`config.mk`:
```
export PLATFORM = sky130hd
export DESIGN_NAME = light_pwm
export DESIGN_NICKNAME = d
export VERILOG_FILES = /design/src/rtl/light_pwm_pkg.sv /design/src/rtl/pwm_slot_counter.sv /design/src/rtl/pwm_level_shadow.sv /design/src/rtl/pwm_out_stage.sv /design/src/rtl/light_pwm.sv
export SDC_FILE = /design/constraint.sdc
export NUM_CORES = 1
export LEC_CHECK = 0
export CORE_ASPECT_RATIO = 0.8
export CORE_MARGIN = 2
export CORE_UTILIZATION = 30
export DETAILED_ROUTE_END_ITERATION = 10
export DONT_BUFFER_PORTS = 1
export PLACE_DENSITY_LB_ADDON = 0.12
export SLEW_MARGIN = 20
export SYNTH_ARGS = -nofsm -noshare
export SYNTH_HDL_FRONTEND = slang
export SYNTH_HIERARCHICAL = 1
export SYNTH_SLANG_ARGS = --single-unit
```
`constraint.sdc`:
```
create_clock -name clk -period 2.4 [get_ports clk]
set_input_delay 0.24 -clock clk [delete_from_list [all_inputs] [get_ports clk]]
set_output_delay 0.24 -clock clk [all_outputs]
set_load 0.05 [all_outputs]
```
`src/rtl/light_pwm_pkg.sv`:
```
package light_pwm_pkg;

  // A slot is lit when its index has not passed the latched level.
  function automatic logic slot_lit(input logic [5:0] slot, input logic [5:0] lvl);
    return (slot <= lvl);
  endfunction

  // Lit slots per period for a given level.
  function automatic int unsigned lit_slots(input int unsigned lvl);
    return lvl + 1;
  endfunction

endpackage

```
`src/rtl/pwm_slot_counter.sv`:
```
module pwm_slot_counter #(
  parameter int CNT_W = 6
) (
  input  logic             clk,
  input  logic             rst,
  output logic [CNT_W-1:0] cnt_q,
  output logic [CNT_W-1:0] cnt_nxt,
  output logic             wrap
);
  localparam logic [CNT_W-1:0] LAST = {CNT_W{1'b1}};

  assign wrap    = (cnt_q == LAST);
  assign cnt_nxt = rst ? '0 : cnt_q + 1'b1;

  always_ff @(posedge clk) begin
    cnt_q <= cnt_nxt;
  end
endmodule

```
`src/rtl/pwm_level_shadow.sv`:
```
module pwm_level_shadow #(
  parameter int CNT_W = 6
) (
  input  logic             clk,
  input  logic             rst,
  input  logic             wrap,
  input  logic [CNT_W-1:0] level,
  output logic [CNT_W-1:0] shadow_q,
  output logic [CNT_W-1:0] shadow_nxt
);
  always_comb begin
    if (rst)       shadow_nxt = '0;
    else if (wrap) shadow_nxt = level;
    else           shadow_nxt = shadow_q;
  end

  always_ff @(posedge clk) begin
    shadow_q <= shadow_nxt;
  end
endmodule

```
`src/rtl/pwm_out_stage.sv`:
```
module pwm_out_stage
  import light_pwm_pkg::*;
#(
  parameter int CNT_W = 6
) (
  input  logic             clk,
  input  logic             rst,
  input  logic             light_en,
  input  logic [CNT_W-1:0] cnt_nxt,
  input  logic [CNT_W-1:0] shadow_nxt,
  output logic             pwm_q
);
  logic lit_nxt;

  assign lit_nxt = slot_lit(6'(cnt_nxt), 6'(shadow_nxt));

  always_ff @(posedge clk) begin
    if (rst) pwm_q <= 1'b0;
    else     pwm_q <= light_en & lit_nxt;
  end
endmodule

```
`src/rtl/light_pwm.sv`:
```
module light_pwm #(
  parameter int CNT_W = 6
) (
  input  logic             clk,
  input  logic             rst,
  input  logic             light_en,
  input  logic [CNT_W-1:0] level,
  output logic             pwm_out
);
  logic [CNT_W-1:0] slot_cnt;
  logic [CNT_W-1:0] slot_nxt;
  logic             period_wrap;
  logic [CNT_W-1:0] shadow_lvl;
  logic [CNT_W-1:0] shadow_nxt;

  pwm_slot_counter #(.CNT_W(CNT_W)) u_cnt (
    .clk(clk), .rst(rst),
    .cnt_q(slot_cnt), .cnt_nxt(slot_nxt), .wrap(period_wrap)
  );

  pwm_level_shadow #(.CNT_W(CNT_W)) u_shadow (
    .clk(clk), .rst(rst), .wrap(period_wrap), .level(level),
    .shadow_q(shadow_lvl), .shadow_nxt(shadow_nxt)
  );

  pwm_out_stage #(.CNT_W(CNT_W)) u_out (
    .clk(clk), .rst(rst), .light_en(light_en),
    .cnt_nxt(slot_nxt), .shadow_nxt(shadow_nxt), .pwm_q(pwm_out)
  );
endmodule

```
After elaboration in Yosys (flattened, before gate mapping)
Cells that the tools add are included.

word-level totals
  register bits after elaboration = 13
  bits of input ports = 9
  output and inout port bits = 1
  logic and storage cells = 10

operators by class
  $add $sub $neg = 1
  order comparisons = 1
  eq/ne operators = 1
  mux-type cells = 3
  bitwise operators = 1

operators by type and width
  kind                   number
  $mux W6                3
  $add A6 B1 Y6 const B  1
  $eq A6 B6 Y1 const B   1
  $le A6 B6 Y1           1
  $and A1 B1 Y1          1

Longest topological paths before layout
  depth in word-level cells = 5
  depth in mapped cells = 12
  mapped depth without buffers = 11

Modules after synthesis
Netlist, hierarchy kept.

modules (own cells, without submodules)
  module            instances  cells each  area an instance (um2)  seq. area each (um2)
  pwm_slot_counter  1          24          227.7                   120.1
  pwm_level_shadow  1          19          214.0                   120.1
  pwm_out_stage     1          24          175.2                   20.0

Worst setup path after synthesis
No wires, ideal clock.

  path kind = register to register
  start point = register u_cnt.cnt_q[0]
  end point = register u_out.pwm_q
  setup time = 0.121 ns
  arrival time = 1.733 ns
  data required time = 2.279 ns
  setup slack = 0.546 ns
  stages on the path, launching flop included = 12
  buffers on the path = 1
  clock period less this slack = 1.854 ns
  path through = dfxtp_1 -> ha_1 -> nand2_1 -> nor2_1 -> buf_6 -> mux2i_1 -> nor2_1 -> inv_1 -> ha_1 -> nand4_1 -> o221ai_1 -> a21oi_1

between the ends
  cells in the longest elaborated chain, start to end = 5
  elaborated cells on any way between the ends = 7
  classes of those cells = add/sub: 1; order compare: 1; eq/ne: 1; mux: 3; bitwise: 1

ends and longest elaborated chain
  what                      RTL line                source
  start: declaration        pwm_slot_counter.sv:6   output logic [CNT_W-1:0] cnt_q,
  start signal: assignment  pwm_slot_counter.sv:16  cnt_q <= cnt_nxt;
  $eq A6 B6 Y1              pwm_slot_counter.sv:12  assign wrap = (cnt_q == LAST);
  via period_wrap           light_pwm.sv:12         logic period_wrap;
  $mux W6                   pwm_level_shadow.sv:13  else if (wrap) shadow_nxt = level;
  $mux W6                   pwm_level_shadow.sv:12  if (rst) shadow_nxt = '0;
  via shadow_nxt[5]         light_pwm.sv:14         logic [CNT_W-1:0] shadow_nxt;
  $le A6 B6 Y1              light_pwm_pkg.sv:5      return (slot <= lvl);
  $and A1 B1 Y1             pwm_out_stage.sv:19     else pwm_q <= light_en & lit_nxt;
  end signal: assignment    pwm_out_stage.sv:19
  end: declaration          pwm_out_stage.sv:11     output logic pwm_q

The timed path passes the listed nets, and every way through them passes these cells.
A chain may end at the register's enable or synchronous reset.

Worst setup path in the final report
Ends and elaborated chain as after synthesis.

==> flow_summary.toml <==
[global_route]
grt_util_all_layers = 0.107
grt_first_pass_wirelength_microns = 1770
overflow = 0
first_global_vias = 420
largest_net_degree_at_the_start_of_global_routing = 14
grt_antenna_before_repair = 0

[drt]
drt_first_pass_iters = 4
routedWlPerCell_microns = 10.9
wire_length_reported_by_the_detailed_router_microns = 1030
post-route-drc-count = 0
post_drt_via_cell_ratio = 4.37
dr_total_vias = 415
drtIter0Drc = 5
drt.antenna.violating_nets = 0

[cts]
cts_max_level = 1
post_cts_buffers = 0
cts_sinks = 13
cts_resized = 0
number_of_clock_buffers_inserted_by_tritoncts = 3
cts_max_path_buffers = 2
clkTransAtPathRegs_ps = 80
clock_insertion_delay_worst_skew_ps = 270
post_cts_hold_buffer_count = 0
cts.root.buffer_cell = "clkbuf_4"
cts_tree = "built"

[critical_path]
startpoint_of_the_most_critical_setup_path = "u_cnt/cnt_q[0]$_DFF_P_"
required_ps = 2560
crit_type = "flip-flop to flip-flop"
start_kind = "flip-flop"
worst_setup_path_end_kind = "flip-flop"
endpoint_arrival_time_on_the_critical_path_ps = 2240
critical_path.reg2reg.startpoint = "u_cnt/cnt_q[0]$_DFF_P_"
crit_slowest_cell = "dfxtp_1"
total_buffers_and_inverters_traversed_by_the_critical_path = 2
worst_path_dominant_cell_family = "adder cells"
crit_path_max_incr_delay_ps = 370
critical_path.cell_chain = "ha_1 > nand2_1 > nor2_1 > buf_4 > mux2i_1 > nor2_1 > inv_1 > ha_1 > nand4_1 > o221ai_1 > a21oi_1"
timing.critical_path.fanout_max = 6

[yosys]
synth.ff_latch_count = 13
seq_area_frac_synth = 0.422
count_of_distinct_cell_types_in_the_synthesized_netlist = 18
yosys.area_share.xor_xnor = 0.0426
yosys.area.top_type = "dfxtp_1"
synthMuxAreaShare = 0.0974
mappedNetlistArea_sq_um = 617
syn_area_per_cell_sq_um = 9.21
synth-simple-area-share = 0.166
synth_top_cell_area_share = 0.422
synth_compound_gate_area_share = 0.0629
synth_top_family_by_area = "simple AND/OR/NAND/NOR gates"
post_synth_fa_ha_maj_area_fraction = 0.142
synth.top_cells.by_area = "dfxtp_1 (42%), ha_1 (14%), mux2i_1 (9.7%), nor2_1 (6.7%), inv_1 (4.9%)"
postSynthNetCount = 83
synth_cells = 67
synth-warning-count = 6

[timing]
setup_viol_count_final = 0
transition_time_at_the_pin_with_the_least_slew_margin_ps = 481
fin_worst_hold_slack_ps = 41.5
clock.fmax_mhz = 482
post-route-worst-setup-slack_ps = 325
max-slew-margin-rel = 0.679
report.final.hold_viol_count = 0
fin_tns_setup_ps = 0
finalMaxSlewViolations = 0
layout_worst_path_cycle_share = 0.865
period_minus_slack_ps = 2080
grt_setup_unrepaired = "false"
fin_worst_skew_ps = 2.01

[floorplan]
floorplan.die.height_microns = 44.6
ios = 10
core_region_area_sq_mm = 0.00191
rows = 14
die_width_microns = 54.7
floorplan.die_area_sq_mm = 0.00244
initial_utilization = 0.323

[placement]
place.gp.congestion = 0.725
post-place-ws_ps = 312
io_buffers = 0
dpl-instance-area_sq_um = 643
hpwlAfterDp_microns = 774

[final_layout]
antennaDiodeCount = 0
mostFrequentLayoutCells = "dfxtp_1 (13), nor2_1 (11), inv_1 (8)"
layout.cells.most_common = "dfxtp_1"
finalNetCount = 88
drive_above_1_share = 0.0704
area_growth_syn_to_layout_pct = 8.52
post-route-cell-area_sq_um = 669

[power_and_ir_drop]
vdd_ir_drop_max_mv = 0.349
power_w = 0.000388
power.density_mw_per_mm2 = 579
total_leakage_power_nw = 0.247

[min_path]
hp-class = "input pin to flip-flop"
min_from = "rst"

[flow_run]
cap_violations = 0

[status]
run_status = "finished, final reports clean"
[final cells by class]
cell class                 instances  area (sq um)
clock buffer                       4          26.3
fill                             206          1240
inverter                           8          30.0
multi-input combinational         45           315
sequential                        13           260
tap                               24          30.0
timing repair buffer               1          7.51
[cell usage after synthesis, drive strengths merged]
master	count
a21oi	5
buf	1
dfxtp	13
ha	7
inv	8
mux2i	6
nand2	3
nand2b	1
nand3	4
nand4	1
nor2	11
nor2b	1
o21ai	1
o221ai	1
or3	1
xnor2	1
xor2	2
[worst reg2reg max path, cell delays in order (launching register included)]
cell and delay (ps):
dfxtp_1 370, ha_1 230, nand2_1 70, nor2_1 110, buf_4 180, mux2i_1 80, nor2_1 110, inv_1 60
ha_1 310, nand4_1 120, o221ai_1 230, a21oi_1 100
[worst paths after layout]
path                             endpoint  slack (ps)  cells after the start
min          u_shadow/shadow_q[3]$_DFF_P_          40                      1
max reg2reg        u_out/pwm_q$_SDFF_PP0_         320                     11
min reg2reg        u_cnt/cnt_q[0]$_DFF_P_         490                      1
max                u_out/pwm_q$_SDFF_PP0_         320                     11
[layer usage]
metal,up-vias,share of wire,track usage
met3,2,0.067,0.0709
met5,-,0,0
met2,10,0.38,0.138
met1,171,0.54,0.143
met4,0,0.0097,0.0300
li1,232,-,-
[state kept, by name, summed over array words and instances, names as in the netlist]
register,flops
u_shadow/shadow_q,6
u_out/pwm_q,1
u_cnt/cnt_q,6
[where the power goes]
part	switching [W]	internal, W
Combinational	0.0000106	0.0000114
Sequential	0.00000953	0.000221
Clock	0.0000704	0.0000644
Total	0.0000905	0.000297
[logic make-up after synthesis]
logic type,Yosys count
and+or+nand+nor,22
AOI/OAI and AO/OA,7
xor gates and xnor gates,3
adders and majority gates,7
DFF,13
buffers and inverters,9
muxes,6
[metrics by stage]
stage | cells | util
CTS | 95 | 0.351
detailed placement | 91 | 0.337
finish | 95 | 0.351
floorplan | 67 | -
global route | 95 | 0.351
global placement | 91 | 0.337
(Power assumes the default switching activity.)
